## src/rtl/spi_lf_pkg.sv

```systemverilog
package spi_lf_pkg;

    localparam int WORD_W = 8;
    localparam int OP_W   = 4;
    localparam int CNT_W  = WORD_W - OP_W;
    localparam int BIT_W  = $clog2(WORD_W);
    localparam int SYNC_N = 2;

    typedef enum logic [OP_W-1:0] {
        OP_NOP   = 4'h0,
        OP_WR_A  = 4'h1,
        OP_RD_A  = 4'h2,
        OP_WR_B  = 4'h3,
        OP_RD_B  = 4'h4,
        OP_RD_ST = 4'h5,
        OP_LOAD  = 4'h6,
        OP_CLR   = 4'h7,
        OP_SLEEP = 4'h8
    } op_e;

    typedef enum logic [2:0] {
        ST_CMD,
        ST_WR_A,
        ST_WR_B,
        ST_RD,
        ST_LOAD
    } dec_st_e;

    typedef struct packed {
        logic rise;
        logic fall;
        logic cs_act;
        logic cs_start;
        logic cs_stop;
        logic mosi;
    } pin_ev_t;

    function automatic op_e op_of(input logic [WORD_W-1:0] w);
        return op_e'(w[OP_W-1:0]);
    endfunction

    function automatic logic [CNT_W-1:0] cnt_of(input logic [WORD_W-1:0] w);
        return w[WORD_W-1:OP_W];
    endfunction

endpackage

```

## src/rtl/spi_lf_sync.sv

```systemverilog
module spi_lf_sync
    import spi_lf_pkg::*;
(
    input  logic    clk,
    input  logic    rst,
    input  logic    csn,
    input  logic    sck,
    input  logic    mosi,
    output pin_ev_t ev
);
    logic [SYNC_N-1:0] csn_q;
    logic [SYNC_N-1:0] sck_q;
    logic [SYNC_N-1:0] mosi_q;
    logic              sck_d;
    logic              csn_d;

    always_ff @(posedge clk) begin
        if (rst) begin
            csn_q  <= '1;
            sck_q  <= '0;
            mosi_q <= '0;
            sck_d  <= 1'b0;
            csn_d  <= 1'b1;
        end else begin
            csn_q  <= {csn_q[SYNC_N-2:0], csn};
            sck_q  <= {sck_q[SYNC_N-2:0], sck};
            mosi_q <= {mosi_q[SYNC_N-2:0], mosi};
            sck_d  <= sck_q[SYNC_N-1];
            csn_d  <= csn_q[SYNC_N-1];
        end
    end

    always_comb begin
        ev.rise     = sck_q[SYNC_N-1] & ~sck_d;
        ev.fall     = ~sck_q[SYNC_N-1] & sck_d;
        ev.cs_act   = ~csn_q[SYNC_N-1];
        ev.cs_start = csn_d & ~csn_q[SYNC_N-1];
        ev.cs_stop  = ~csn_d & csn_q[SYNC_N-1];
        ev.mosi     = mosi_q[SYNC_N-1];
    end

endmodule

```

## src/rtl/spi_lf_shift.sv

```systemverilog
module spi_lf_shift
    import spi_lf_pkg::*;
(
    input  logic              clk,
    input  logic              rst,
    input  pin_ev_t           ev,
    input  logic              asleep,
    input  logic              rd_load,
    input  logic [WORD_W-1:0] rd_val,
    output logic              word_done,
    output logic [WORD_W-1:0] word,
    output logic              miso
);
    logic              frame_ok;
    logic [BIT_W-1:0]  bit_cnt;
    logic [WORD_W-1:0] rx_sh;
    logic [WORD_W-1:0] tx_sh;
    logic [WORD_W-1:0] rd_hold;
    logic              rd_pend;
    logic              last_bit;

    assign last_bit = (bit_cnt == BIT_W'(WORD_W - 1));
    assign miso     = tx_sh[0];

    always_ff @(posedge clk) begin
        if (rst) begin
            frame_ok  <= 1'b0;
            bit_cnt   <= '0;
            rx_sh     <= '0;
            tx_sh     <= '0;
            rd_hold   <= '0;
            rd_pend   <= 1'b0;
            word_done <= 1'b0;
            word      <= '0;
        end else begin
            word_done <= 1'b0;

            if (ev.cs_start)
                frame_ok <= ~asleep;
            else if (ev.cs_stop || asleep)
                frame_ok <= 1'b0;

            if (!ev.cs_act) begin
                bit_cnt <= '0;
                tx_sh   <= '0;
                rd_pend <= 1'b0;
            end else begin
                if (frame_ok && ev.rise) begin
                    rx_sh <= {ev.mosi, rx_sh[WORD_W-1:1]};
                    if (last_bit) begin
                        bit_cnt   <= '0;
                        word_done <= 1'b1;
                        word      <= {ev.mosi, rx_sh[WORD_W-1:1]};
                    end else begin
                        bit_cnt <= bit_cnt + 1'b1;
                    end
                end
                if (rd_load) begin
                    rd_pend <= 1'b1;
                    rd_hold <= rd_val;
                end else if (ev.fall) begin
                    if (rd_pend) begin
                        tx_sh   <= rd_hold;
                        rd_pend <= 1'b0;
                    end else begin
                        tx_sh <= {1'b0, tx_sh[WORD_W-1:1]};
                    end
                end
            end
        end
    end

endmodule

```

## src/rtl/spi_lf_ctrl.sv

```systemverilog
module spi_lf_ctrl
    import spi_lf_pkg::*;
#(
    parameter logic [WORD_W-1:0] CFG_A_DEF = 8'h1F,
    parameter logic [WORD_W-1:0] CFG_B_DEF = 8'h40,
    parameter int                WAKE_CYC  = 16
) (
    input  logic              clk,
    input  logic              rst,
    input  logic              cs_act,
    input  logic              word_done,
    input  logic [WORD_W-1:0] word,
    input  logic [WORD_W-1:0] status_in,
    output logic [WORD_W-1:0] cfg_a,
    output logic [WORD_W-1:0] cfg_b,
    output logic              asleep,
    output logic              rd_load,
    output logic [WORD_W-1:0] rd_val,
    output logic              buf_we,
    output logic [WORD_W-1:0] buf_data,
    output logic              tx_start,
    output logic              fault_clr
);
    localparam int WK_W = $clog2(WAKE_CYC + 1);

    dec_st_e          st;
    logic [CNT_W-1:0] left;
    logic [WK_W-1:0]  wake_cnt;
    logic             wake_arm;

    always_ff @(posedge clk) begin
        if (rst) begin
            cfg_a     <= CFG_A_DEF;
            cfg_b     <= CFG_B_DEF;
            asleep    <= 1'b1;
            st        <= ST_CMD;
            left      <= '0;
            wake_cnt  <= '0;
            wake_arm  <= 1'b0;
            rd_load   <= 1'b0;
            rd_val    <= '0;
            buf_we    <= 1'b0;
            buf_data  <= '0;
            tx_start  <= 1'b0;
            fault_clr <= 1'b0;
        end else begin
            rd_load   <= 1'b0;
            buf_we    <= 1'b0;
            tx_start  <= 1'b0;
            fault_clr <= 1'b0;

            if (!cs_act) begin
                wake_arm <= 1'b1;
                wake_cnt <= '0;
            end else if (asleep && wake_arm) begin
                if (wake_cnt == WK_W'(WAKE_CYC - 1)) begin
                    asleep   <= 1'b0;
                    wake_cnt <= '0;
                end else begin
                    wake_cnt <= wake_cnt + 1'b1;
                end
            end

            if (!cs_act) begin
                st <= ST_CMD;
            end else if (word_done) begin
                unique case (st)
                    ST_CMD: begin
                        case (op_of(word))
                            OP_WR_A: st <= ST_WR_A;
                            OP_WR_B: st <= ST_WR_B;
                            OP_RD_A: begin
                                rd_load <= 1'b1;
                                rd_val  <= cfg_a;
                                st      <= ST_RD;
                            end
                            OP_RD_B: begin
                                rd_load <= 1'b1;
                                rd_val  <= cfg_b;
                                st      <= ST_RD;
                            end
                            OP_RD_ST: begin
                                rd_load <= 1'b1;
                                rd_val  <= status_in;
                                st      <= ST_RD;
                            end
                            OP_LOAD: begin
                                if (cnt_of(word) != '0) begin
                                    left <= cnt_of(word);
                                    st   <= ST_LOAD;
                                end
                            end
                            OP_CLR: fault_clr <= 1'b1;
                            OP_SLEEP: begin
                                asleep   <= 1'b1;
                                wake_arm <= 1'b0;
                                wake_cnt <= '0;
                            end
                            default: ;
                        endcase
                    end
                    ST_WR_A: begin
                        cfg_a <= word;
                        st    <= ST_CMD;
                    end
                    ST_WR_B: begin
                        cfg_b <= word;
                        st    <= ST_CMD;
                    end
                    ST_RD: st <= ST_CMD;
                    ST_LOAD: begin
                        buf_we   <= 1'b1;
                        buf_data <= word;
                        left     <= left - 1'b1;
                        if (left == CNT_W'(1)) begin
                            tx_start <= 1'b1;
                            st       <= ST_CMD;
                        end
                    end
                    default: st <= ST_CMD;
                endcase
            end
        end
    end

endmodule

```

## src/rtl/spi_lf_if.sv

```systemverilog
module spi_lf_if
    import spi_lf_pkg::*;
#(
    parameter logic [WORD_W-1:0] CFG_A_DEF = 8'h1F,
    parameter logic [WORD_W-1:0] CFG_B_DEF = 8'h40,
    parameter int                WAKE_CYC  = 16
) (
    input  logic              clk,
    input  logic              rst,
    input  logic              spi_csn,
    input  logic              spi_sck,
    input  logic              spi_mosi,
    output logic              spi_miso,
    output logic              spi_miso_oe,
    input  logic [WORD_W-1:0] status_in,
    output logic [WORD_W-1:0] cfg_a,
    output logic [WORD_W-1:0] cfg_b,
    output logic              buf_we,
    output logic [WORD_W-1:0] buf_data,
    output logic              tx_start,
    output logic              fault_clr,
    output logic              powered_down
);
    pin_ev_t           ev;
    logic              word_done;
    logic [WORD_W-1:0] word;
    logic              rd_load;
    logic [WORD_W-1:0] rd_val;
    logic              asleep;

    spi_lf_sync u_sync (
        .clk  (clk),
        .rst  (rst),
        .csn  (spi_csn),
        .sck  (spi_sck),
        .mosi (spi_mosi),
        .ev   (ev)
    );

    spi_lf_shift u_shift (
        .clk       (clk),
        .rst       (rst),
        .ev        (ev),
        .asleep    (asleep),
        .rd_load   (rd_load),
        .rd_val    (rd_val),
        .word_done (word_done),
        .word      (word),
        .miso      (spi_miso)
    );

    spi_lf_ctrl #(
        .CFG_A_DEF (CFG_A_DEF),
        .CFG_B_DEF (CFG_B_DEF),
        .WAKE_CYC  (WAKE_CYC)
    ) u_ctrl (
        .clk       (clk),
        .rst       (rst),
        .cs_act    (ev.cs_act),
        .word_done (word_done),
        .word      (word),
        .status_in (status_in),
        .cfg_a     (cfg_a),
        .cfg_b     (cfg_b),
        .asleep    (asleep),
        .rd_load   (rd_load),
        .rd_val    (rd_val),
        .buf_we    (buf_we),
        .buf_data  (buf_data),
        .tx_start  (tx_start),
        .fault_clr (fault_clr)
    );

    assign spi_miso_oe  = ev.cs_act;
    assign powered_down = asleep;

endmodule

```

## config.mk

```make
export PLATFORM = sky130hd
export DESIGN_NAME = spi_lf_if
export DESIGN_NICKNAME = d
export VERILOG_FILES = /design/src/rtl/spi_lf_pkg.sv /design/src/rtl/spi_lf_sync.sv /design/src/rtl/spi_lf_shift.sv /design/src/rtl/spi_lf_ctrl.sv /design/src/rtl/spi_lf_if.sv
export SDC_FILE = /design/constraint.sdc
export NUM_CORES = 1
export LEC_CHECK = 0
export ABC_AREA = 1
export BUFFER_PORTS_ARGS = -buffer_cell sky130_fd_sc_hd__buf_2
export CORE_ASPECT_RATIO = 1.75
export CORE_MARGIN = 5
export CORE_UTILIZATION = 25
export CTS_CLUSTER_DIAMETER = 80
export DETAILED_ROUTE_END_ITERATION = 6
export HOLD_SLACK_MARGIN = 0.05
export PLACE_DENSITY = 0.4
export SLEW_MARGIN = 20
export SYNTH_ARGS = -nofsm -noshare
export SYNTH_HDL_FRONTEND = slang
export SYNTH_HIERARCHICAL = 1
export SYNTH_SLANG_ARGS = --single-unit
export TNS_END_PERCENT = 30
```

## constraint.sdc

```tcl
create_clock -name clk -period 1.7 [get_ports clk]
set_clock_uncertainty 0.15 [all_clocks]
set_input_delay 0.34 -clock clk [delete_from_list [all_inputs] [get_ports clk]]
set_output_delay 0.34 -clock clk [all_outputs]
set_load 0.01 [all_outputs]
```

==> run_results.csv <==
group,metric,value,unit
status,status,"complete, no violations",
final_layout,diodes,0,
floorplan,die_w,106,µm
drt,wirelength,11100,µm
final_layout,finalInstanceArea,0.00491,mm²
cts,htree_levels,3,
cts,cts_root_buf,"clkbuf_16",
timing,relSlewSlack,0.715,
critical_path,crit_path_cell_trace,"inv_1 -> buf_4 -> buf_2",
logic_synthesis,async_flop_share,0,
global_route,grt_pass1_vias,3481,
global_route,antenna_found_initial,0,
timing,tns,0,ps
place,placed_area,0.00457,mm²
critical_path,path_delay_family,"buffers and inverters",
logic_synthesis,synthCells,534,
global_route,grt_max_degree,23,
cts,clock_latency,330,ps
cts,clock_path_buffers,2,
critical_path,crit_required,1210,ps
power,p_per_area,908,mW/mm²
timing,min_period,1560,ps
critical_path,r2r_cells,7,
cts,path_clk_slew,60,ps
global_route,gr-total-overflow,0,
logic_synthesis,ys_top_cells_by_count,"127 x nand2_1, 95 x dfxtp_1, 58 x nor2_1",
final_layout,postLayoutCoreUtil,0.308,
global_route,gr-usage-all-layers,0.122,
critical_path,cp.arrival,1070,ps
drt,drt_first_pass_iters,4,
floorplan,io_pins,43,
final_layout,area.growth.synth_to_final,21.2,%
logic_synthesis,synthesis.nets,552,
logic_synthesis,ys_seq_elements,95,
timing,finalSetupViolations,0,
drt,drc,0,
critical_path,critPathKind,"reg -> out",
floorplan,die-area,0.0190,mm²
floorplan,initial_core_util,0.254,
drt,ant_nets,0,
critical_path,critPathMaxFanout,6,
timing,fmax,642,MHz
timing,rsz0062_at_grt,"true",
critical_path,startpoint_type,"register",
place,io_buffers,42,
logic_synthesis,synth_ff_type,"dfxtp_1",
final_layout,drive_gt1_frac,0.225,
timing,hold_viol,0,
place,hpwl,8690,µm
floorplan,fp.coreArea,0.0160,mm²
logic_synthesis,yosysMostFrequentCell,"nand2_1",
timing,tightest_slew,427,ps
worst_hold_path,min_path_cells,3,
cts,cts_tree,"done",
worst_hold_path,holdCritPathClass,"in -> reg",
logic_synthesis,syn_area,0.00406,mm²
critical_path,path_buf_inv,3,
logic_synthesis,yosysWarnings,6,
logic_synthesis,synth_edf_count,0,
logic_synthesis,synth_top_area_share,0.469,
drt,vias_per_cell,4.45,
logic_synthesis,ys_types,36,
run,drv_cap,0,
critical_path,endpoint_kind,"output port",
critical_path,max_stage_delay,310,ps
drt,wire_per_inst,14.1,µm
logic_synthesis,synth_largest_area_cell,"dfxtp_1",
final_layout,fillers,1748,
cts,clock-sinks,95,
global_route,grt_pass1_wl,18200,µm
cts,cts-buffers-inserted,9,
logic_synthesis,synth.avg_cell_area,7.59,µm²
place,place.gp.congestion,0.804,
floorplan,fp-row-count,61,
floorplan,die_y,178,µm
drt,dr_total_vias,3503,
power,p_leak,2.04,nW
timing,report.final.slew_viol_count,0,
final_layout,final_nets,612,
critical_path,cp_slowest_cell,"dfxtp_1",
logic_synthesis,synth-seq-area-share,0.469,
critical_path,cp.depth,3,
drt,drt-initial-drc-count,123,
power,peakVddDrop,0.000446,V
timing,fin_crit_sh,0.916,
final_layout,multi_input_area,0.00184,mm²
logic_synthesis,synthTopCellsByArea,"dfxtp_1 47%, nand2_1 12%, nand3_1 5.6%, nor2_1 5.4%, o21ai_0 4.4%",
final_layout,seqCellArea,0.00191,mm²
[logic make-up after synthesis]
family	count (synthesis)	synth area share
adders and majority gates	5	0.0154
DFF	95	0.469
AOI/OAI and AO/OA	89	0.123
xor gates and xnor gates	3	0.00648
buffers and inverters	74	0.0784
and+or+nand+nor	268	0.308
[layout make-up]
cell class                 instances  share of cell area
tap                              189              0.0481
timing repair buffer              63              0.0759
inverter                          60              0.0494
multi-input combinational        365               0.374
clock buffer                      12              0.0542
sequential                        95               0.388
clock inverter                     4              0.0104
[sequential cells by signal, indices dropped and copies added, names as in the netlist, 2 cells and up]
signal           flops
u_ctrl/cfg_b         8
u_ctrl/left          4
u_ctrl/rd_val        8
u_sync/mosi_q        2
u_shift/word         8
u_ctrl/st            3
u_shift/bit_cnt      3
u_shift/rd_hold      8
u_sync/sck_q         2
u_ctrl/cfg_a         8
u_shift/rx_sh        7
u_sync/csn_q         2
u_ctrl/buf_data      8
u_shift/tx_sh        8
u_ctrl/wake_cnt      5
[cell usage in the layout (no fill, tap or decap), types with 7 or more instances in the layout]
cell type / instances
a21oi_2: 8
nand3_1: 45
nand2_1: 127
clkbuf_16: 9
a21oi_1: 31
buf_4: 19
nand2_2: 9
dfxtp_1: 92
inv_2: 14
nor2_4: 7
o21ai_0: 36
buf_2: 42
nor2_1: 57
inv_1: 43
[power breakdown]
group / switching, mW / internal [mW] / leakage [nW]
sequential: 0.00492 / 2.23 / 0.769
clock: 0.855 / 1.26 / 0.155
combinational: 0.0682 / 0.0348 / 1.12
[layer usage]
metal	vias to the layer above	part of all wire	global-route usage
met5	-	0	0
li1	1834	-	-
met2	40	0.58	0.242
met3	11	0.016	0.0196
met4	0	0.019	0.0454
met1	1618	0.38	0.127
[worst paths after layout]
path / startpoint / endpoint / slack [ps]
setup / recovery: u_sync/csn_q[1]$_SDFF_PP1_ / spi_miso_oe / 140
hold / removal: spi_mosi / u_sync/mosi_q[0]$_SDFF_PP0_ / 60
hold reg to reg: u_sync/sck_q[0]$_SDFF_PP0_ / u_sync/sck_q[1]$_SDFF_PP0_ / 260
setup reg to reg: u_shift/word[7]$_SDFFE_PP0P_ / u_ctrl/left[3]$_SDFFE_PP0P_ / 150
[worst reg2reg max path: stages (launching register included)]
cell	delay, ps
dfxtp_1	340
inv_1	200
nand4_1	180
nor2_1	250
inv_1	80
nand2_2	100
nand2_1	50
a21oi_1	140
[timing repair]
| item | in CTS | in global routing |
|---|---|---|
| setup endpoints to repair | 1 | 8 |
| hold buffers | 2 | 0 |
| gates resized for setup | 1 | 6 |
| endpoints found under the hold margin | 2 | 0 |
| buffers inserted | 0 | 0 |
[through the flow]
step | setup slack, ps | std cells | total power, mW | hold slack [ps]
floorplan | 149 | 534 | 2.34 | 236
global placement | 49.4 | 770 | 2.39 | 245
detailed placement | 18.6 | 770 | 2.39 | 248
CTS | 85.9 | 788 | 4.54 | 50.4
global route | -7.12 | 788 | 4.64 | 59.3
finish | 142 | 788 | 4.46 | 60.6
(Power assumes the default switching activity.)
